<file path="src/rtl/pio_seq_pkg.sv">
package pio_seq_pkg;

    typedef enum logic [1:0] {
        PH_IDLE   = 2'd0,
        PH_SETUP  = 2'd1,
        PH_STROBE = 2'd2,
        PH_RECOV  = 2'd3
    } phase_e;

    function automatic int unsigned wmax(input int unsigned a, input int unsigned b);
        return (a > b) ? a : b;
    endfunction

endpackage

</file>
<file path="src/rtl/pio_lane_fmt.sv">
module pio_lane_fmt #(
    parameter int LANE_W = 8,
    localparam int DW = 2 * LANE_W
) (
    input  logic          half,
    input  logic          swap,
    input  logic [DW-1:0] host_wdata,
    input  logic [DW-1:0] dev_din,
    output logic [DW-1:0] dev_word,
    output logic [DW-1:0] host_rdata
);
    logic [DW-1:0] word_w;
    logic [DW-1:0] raw_r;

    // host -> device: optional byte exchange, then width select
    assign word_w   = swap ? {host_wdata[LANE_W-1:0], host_wdata[DW-1:LANE_W]} : host_wdata;
    assign dev_word = half ? word_w : {{LANE_W{1'b0}}, word_w[LANE_W-1:0]};

    // device -> host: width select, then optional byte exchange
    assign raw_r      = half ? dev_din : {{LANE_W{1'b0}}, dev_din[LANE_W-1:0]};
    assign host_rdata = swap ? {raw_r[LANE_W-1:0], raw_r[DW-1:LANE_W]} : raw_r;
endmodule

</file>
<file path="src/rtl/pio_par_chk.sv">
module pio_par_chk #(
    parameter int LANE_W = 8,
    parameter int LANES  = 2,
    localparam int DW = LANES * LANE_W
) (
    input  logic             en,
    input  logic             half,
    input  logic [DW-1:0]    din,
    input  logic [LANES-1:0] par,
    output logic             bad
);
    logic [LANES-1:0] lane_bad;

    for (genvar i = 0; i < LANES; i++) begin : g_lane
        logic odd_ok;
        assign odd_ok = ^{din[i*LANE_W +: LANE_W], par[i]};
        if (i == 0) begin : g_base
            assign lane_bad[i] = ~odd_ok;
        end else begin : g_upper
            assign lane_bad[i] = half & ~odd_ok;
        end
    end

    assign bad = en & (|lane_bad);
endmodule

</file>
<file path="src/rtl/pio_strobe_seq.sv">
module pio_strobe_seq
    import pio_seq_pkg::*;
#(
    parameter int ADDR_W  = 8,
    parameter int LANE_W  = 8,
    parameter int SETUP_W = 3,
    parameter int RSTB_W  = 4,
    parameter int WSTB_W  = 3,
    parameter int RCV_W   = 2,
    localparam int LANES  = 2,
    localparam int DW     = LANES * LANE_W,
    localparam int CNT_W  = wmax(wmax(SETUP_W, RSTB_W), wmax(WSTB_W, RCV_W))
) (
    input  logic               clk,
    input  logic               rst_n,
    input  logic [SETUP_W-1:0] cfg_setup,
    input  logic [RSTB_W-1:0]  cfg_rd_strobe,
    input  logic [WSTB_W-1:0]  cfg_wr_strobe,
    input  logic [RCV_W-1:0]   cfg_recov,
    input  logic               cfg_half,
    input  logic               cfg_swap,
    input  logic               cfg_par_en,
    input  logic               req_valid,
    input  logic               req_write,
    input  logic [ADDR_W-1:0]  req_addr,
    input  logic [DW-1:0]      req_wdata,
    output logic               req_ack,
    output logic [DW-1:0]      req_rdata,
    output logic [ADDR_W-1:0]  dev_addr,
    output logic [DW-1:0]      dev_dout,
    input  logic [DW-1:0]      dev_din,
    input  logic [LANES-1:0]   dev_din_par,
    output logic               dev_cs,
    output logic               dev_rd,
    output logic               dev_wr,
    output logic               par_err,
    output logic               par_irq
);

    typedef struct packed {
        phase_e            ph;
        logic [CNT_W-1:0]  cnt;
        logic              wr;
        logic [ADDR_W-1:0] addr;
        logic [DW-1:0]     dout;
        logic [DW-1:0]     rdata;
        logic              ack;
        logic              perr;
        logic              pirq;
    } seq_st_t;

    seq_st_t st_d, st_q;

    logic [DW-1:0] fmt_wdata;
    logic [DW-1:0] fmt_rdata;
    logic          par_bad;

    // a programmed 0 behaves as 1: the counter starts at n-1, phase ends at 0
    function automatic logic [CNT_W-1:0] first_cnt(input logic [CNT_W-1:0] n);
        return (n == '0) ? '0 : n - 1'b1;
    endfunction

    pio_lane_fmt #(.LANE_W(LANE_W)) u_fmt (
        .half       (cfg_half),
        .swap       (cfg_swap),
        .host_wdata (req_wdata),
        .dev_din    (dev_din),
        .dev_word   (fmt_wdata),
        .host_rdata (fmt_rdata)
    );

    pio_par_chk #(.LANE_W(LANE_W), .LANES(LANES)) u_par (
        .en   (cfg_par_en),
        .half (cfg_half),
        .din  (dev_din),
        .par  (dev_din_par),
        .bad  (par_bad)
    );

    always_comb begin
        st_d      = st_q;
        st_d.ack  = 1'b0;
        st_d.pirq = 1'b0;
        unique case (st_q.ph)
            PH_IDLE: begin
                if (req_valid && !st_q.ack) begin
                    st_d.ph   = PH_SETUP;
                    st_d.cnt  = first_cnt(CNT_W'(cfg_setup));
                    st_d.wr   = req_write;
                    st_d.addr = req_addr;
                    st_d.dout = fmt_wdata;
                end
            end
            PH_SETUP: begin
                if (st_q.cnt == '0) begin
                    st_d.ph  = PH_STROBE;
                    st_d.cnt = st_q.wr ? first_cnt(CNT_W'(cfg_wr_strobe))
                                       : first_cnt(CNT_W'(cfg_rd_strobe));
                end else begin
                    st_d.cnt = st_q.cnt - 1'b1;
                end
            end
            PH_STROBE: begin
                if (st_q.cnt == '0) begin
                    st_d.ph  = PH_RECOV;
                    st_d.cnt = first_cnt(CNT_W'(cfg_recov));
                    if (!st_q.wr) begin
                        st_d.rdata = fmt_rdata;
                        if (par_bad) begin
                            st_d.perr = 1'b1;
                            st_d.pirq = 1'b1;
                        end
                    end
                end else begin
                    st_d.cnt = st_q.cnt - 1'b1;
                end
            end
            PH_RECOV: begin
                if (st_q.cnt == '0) begin
                    st_d.ph  = PH_IDLE;
                    st_d.ack = 1'b1;
                end else begin
                    st_d.cnt = st_q.cnt - 1'b1;
                end
            end
            default: st_d.ph = PH_IDLE;
        endcase
    end

    always_ff @(posedge clk) begin
        if (!rst_n) begin
            st_q <= '0;
        end else begin
            st_q <= st_d;
        end
    end

    assign dev_cs    = (st_q.ph != PH_IDLE);
    assign dev_rd    = (st_q.ph == PH_STROBE) && !st_q.wr;
    assign dev_wr    = (st_q.ph == PH_STROBE) &&  st_q.wr;
    assign dev_addr  = st_q.addr;
    assign dev_dout  = st_q.dout;
    assign req_rdata = st_q.rdata;
    assign req_ack   = st_q.ack;
    assign par_err   = st_q.perr;
    assign par_irq   = st_q.pirq;


    strobe_in_cs_chk: assert property (@(posedge clk) disable iff (!rst_n)
        (dev_rd || dev_wr) |-> (dev_cs && !(dev_rd && dev_wr)));


    ack_after_cs_chk: assert property (@(posedge clk) disable iff (!rst_n)
        req_ack |-> (!dev_cs && $past(dev_cs)));


    ack_single_chk: assert property (@(posedge clk) disable iff (!rst_n)
        req_ack |=> !req_ack);


    addr_hold_chk: assert property (@(posedge clk) disable iff (!rst_n)
        (dev_cs && $past(dev_cs)) |-> ($stable(dev_addr) && $stable(dev_dout)));


    perr_sticky_chk: assert property (@(posedge clk) disable iff (!rst_n)
        par_err |=> par_err);


    irq_after_read_chk: assert property (@(posedge clk) disable iff (!rst_n)
        par_irq |-> $past(dev_rd));

endmodule

</file>
<file path="config.mk">
export PLATFORM = sky130hd
export DESIGN_NAME = pio_strobe_seq
export DESIGN_NICKNAME = d
export VERILOG_FILES = /design/src/rtl/pio_seq_pkg.sv /design/src/rtl/pio_lane_fmt.sv /design/src/rtl/pio_par_chk.sv /design/src/rtl/pio_strobe_seq.sv
export SDC_FILE = /design/constraint.sdc
export NUM_CORES = 1
export LEC_CHECK = 0
export BUFFER_PORTS_ARGS = -buffer_cell sky130_fd_sc_hd__buf_2
export CAP_MARGIN = 20
export CORE_ASPECT_RATIO = 0.9
export CORE_MARGIN = 2
export CORE_UTILIZATION = 45
export DETAILED_ROUTE_END_ITERATION = 12
export PLACE_DENSITY = 0.76
export SKIP_LAST_GASP = 1
export SLEW_MARGIN = 15
export SYNTH_ARGS = -nofsm -noshare
export SYNTH_HDL_FRONTEND = slang
export SYNTH_HIERARCHICAL = 1
export SYNTH_SLANG_ARGS = --single-unit
</file>
<file path="constraint.sdc">
create_clock -name clk -period 2.05 [get_ports clk]
set_clock_uncertainty 0.15 [all_clocks]
set_input_delay 0.3075 -clock clk [delete_from_list [all_inputs] [get_ports clk]]
set_output_delay 0.3075 -clock clk [all_outputs]
set_load 0.02 [all_outputs]
</file>
==> key figures <==
Synthesis
  – Synth async-reset ratio: 0%
  – Mapped Area: 3300 um2
  – Distinct cells, synth: 41
  – Syn_nets: 502
  – Synth warn: 6
  – Synth Instances: 430
  – Avg Cell Area, Syn: 7.66 um2
  – Synth Flop Type: dfxtp_1
  – Sequential fraction of the synthesis area: between 30 and 40%
  – Register bit total from synthesis: 50
  – EDFF count, synth: 0

Floorplanning
  – # rows: 29
  – Die area: 8020 um2
  – Starting Density: 46.6%
  – Core area: 7080 um2
  – Die Y: 85.2 um
  – Die width: 94.2 um
  – I/O Pins: around 110

Placement
  – Area after DPL: between 3000 and 4000 um2
  – DP HPWL: 5760 um
  – Port bufs: about 110
  – Pre-CTS setup slack: -136 ps
  – Routability cong.: 0.798

Clocking
  – Num CTS Buffers: 5
  – Max Root-Sink Buffers: 2
  – Worst-skew pair later-pin latency: about 300 ps
  – Clk Tree Root Cell: clkbuf_8
  – H-tree depth: 2
  – CTS sink cnt: 50
  – Clock transition at path regs: 90 ps
  – Post-CTS sizing: 0
  – CTS tree: done
  – # hold bufs at CTS: 0
  – Post-CTS setup buffer count: 0

Routing
  – Average vias per placed instance: ~4.9
  – Initial drt markers: 98
  – Drt drc: 0
  – Via Count: 2,908
  – Wire length after detailed routing: around 7600 um
  – Routed wire per std cell: 12.8 um
  – Final ANT Viol Nets: 0
  – First drt pass iteration count: 4

STA
  – Hold Slack: approximately 88 ps
  – Actual slew at the worst max-slew pin: 571 ps
  – Unrepaired setup endpoints after global routing: yes
  – Slew Limit Fails: 0
  – Final period util: 95.1%
  – Rel. slew slack: about three fifths
  – # setup viols final: 0
  – Final Hold Viols: 0
  – Clock period minus final worst setup slack: 1950 ps
  – Final setup margin: 99.9 ps
  – Fmax: 0.513 GHz

Power and ir drop
  – Internal power: 2050 uW
  – Power share of the sequential group: 36.1%
  – P_sw: 1410 uW
  – Clk pwr share: 18.6%
  – Pwr dens: 917 nW/um2
  – Combinational power share: 45.2%
  – P_leak: 0.00177 uW
  – Sw frac: 40.7%
  – Final Power: 3460 uW
  – VDD IR-drop max: 0.000609 V

Global routing
  – Initial antenna violation count: 0
  – Total grt overflow: 0
  – Tot GR Track Use: roughly a fifth
  – Pin count of the biggest net entering global routing: 32
  – Vias in the first global route: ~2,800
  – First-pass GRT wire length: 12,300 um

Min path
  – Hold path startpoint: req_addr[6]
  – Hold crit path type: input pin to register
  – Hold depth: 3

Worst setup path
  – Critical path endpoint category: output pin
  – Crit start category: register
  – Worst-path fanout max: 7
  – Slowest CP cell: dfxtp_1
  – Worst setup path startpoint: st_q[48]$_SDFFE_PN0P_
  – Reg2reg start: st_q[44]$_SDFFE_PN0P_
  – CP bufs+invs: 2
  – Crit-path cells: inv_1, ha_1, nor2b_2, buf_2
  – CP peak stage delay: between 300 and 400 ps
  – Instance count on the critical path: 4
  – Reg2reg path depth: 7
  – WP data arrival: 1490 ps
  – Worst EP required: 1590 ps
  – Critical path's top delay family: flip-flops
  – Setup CP Type: register to output pin

Layout
  – Post-Layout Inst Area: roughly 3800 um2
  – Number of fill cells: 693
  – Nets@finish: 571
  – Layout area overhead: 14.5%
  – Antenna Cells: 0
  – Core Util, Final: a little over half
  – Share of cells above drive strength 1: 29.0%
  – Commonest cells after routing, fill and taps aside: nand2_1, buf_2, dfxtp_1
  – Most common cell after layout, fill and taps aside: nand2_1

Status
  – Status: completed

Job
  – Max-cap violations: 0
-- sequential cells by signal, indices dropped and copies added, names as in the netlist --
signal     flops
dev_addr       8
dev_dout      16
par_err        1
par_irq        1
req_ack        1
req_rdata     16
st_q           7
-- logic make-up after synthesis --
group           count (synthesis)  share of synthesized area, %
compound gates                 91                          18.1
simple gates                  165                          21.9
flops                          50                          30.4
xor+xnor                       13                          4.52
fa+ha+maj                      11                          4.18
mux                            17                          5.47
buf+inv                        83                          15.4
-- tightest hold or removal path, stage by stage --
cell and delay [ps]:
buf_2 90, nand2_1 40, a21boi_0 60
-- path summary, 6_finish.rpt --
kind | slack, ps | endpoint
worst max-delay path | 100 | dev_rd
worst min-delay path | 90 | dev_addr[6]$_SDFFE_PN0P_
worst max register to register | 150 | st_q[47]$_SDFFE_PN0P_
worst min register to register | 310 | req_rdata[12]$_SDFFE_PN0P_
-- synth_stat cells (8+ instances only) --
library cell	number	area (um2)
buf_4	44	330
mux2i_1	9	90.1
ha_1	11	138
clkbuf_1	8	30.0
a21boi_1	9	67.6
nand3_1	9	45.0
o21ai_0	26	130
dfxtp_1	50	1000
mux2_2	8	90.1
nand2_1	109	409
nor2_1	13	48.8
xnor2_1	8	70.1
nor2b_1	12	75.1
a21boi_0	34	255
inv_1	21	78.8
-- through the flow --
step / setup TNS [ps] / cells
after detailed placement: -236 / 585
after global placement: -177 / 585
after floorplan: 0 / 430
after CTS: 0 / 593
final: 0 / 593
after global routing: -23.2 / 593
-- layout make-up --
type                    count  area [um2]  share of cell area [%]
clock inverters             1        8.76                   0.232
flip-flops and latches     50        1000                    26.5
well taps                  93         116                    3.08
repair buffers            124         678                    18.0
inverters                  21        78.8                    2.09
multi-input cells         297        1800                    47.6
clock buffers               7        96.3                    2.55
-- power groups by stage --
stage	combinational [uW]	clock, uW	sequential (uW)
final	1570	645	1250
after detailed placement	1550	0	1270
after global placement	1510	0	1260
after CTS	1560	669	1250
after global routing	1740	704	1280
after floorplan	1210	0	1240
-- layer usage --
metal,global-route usage (%),up-vias,wire length (um)
met5,0,-,0
met3,3.20,5,449
met4,5.27,0,53
met2,31.7,97,3560
met1,25.1,1295,3510
li1,-,1511,-
(Power assumes the default switching activity.)
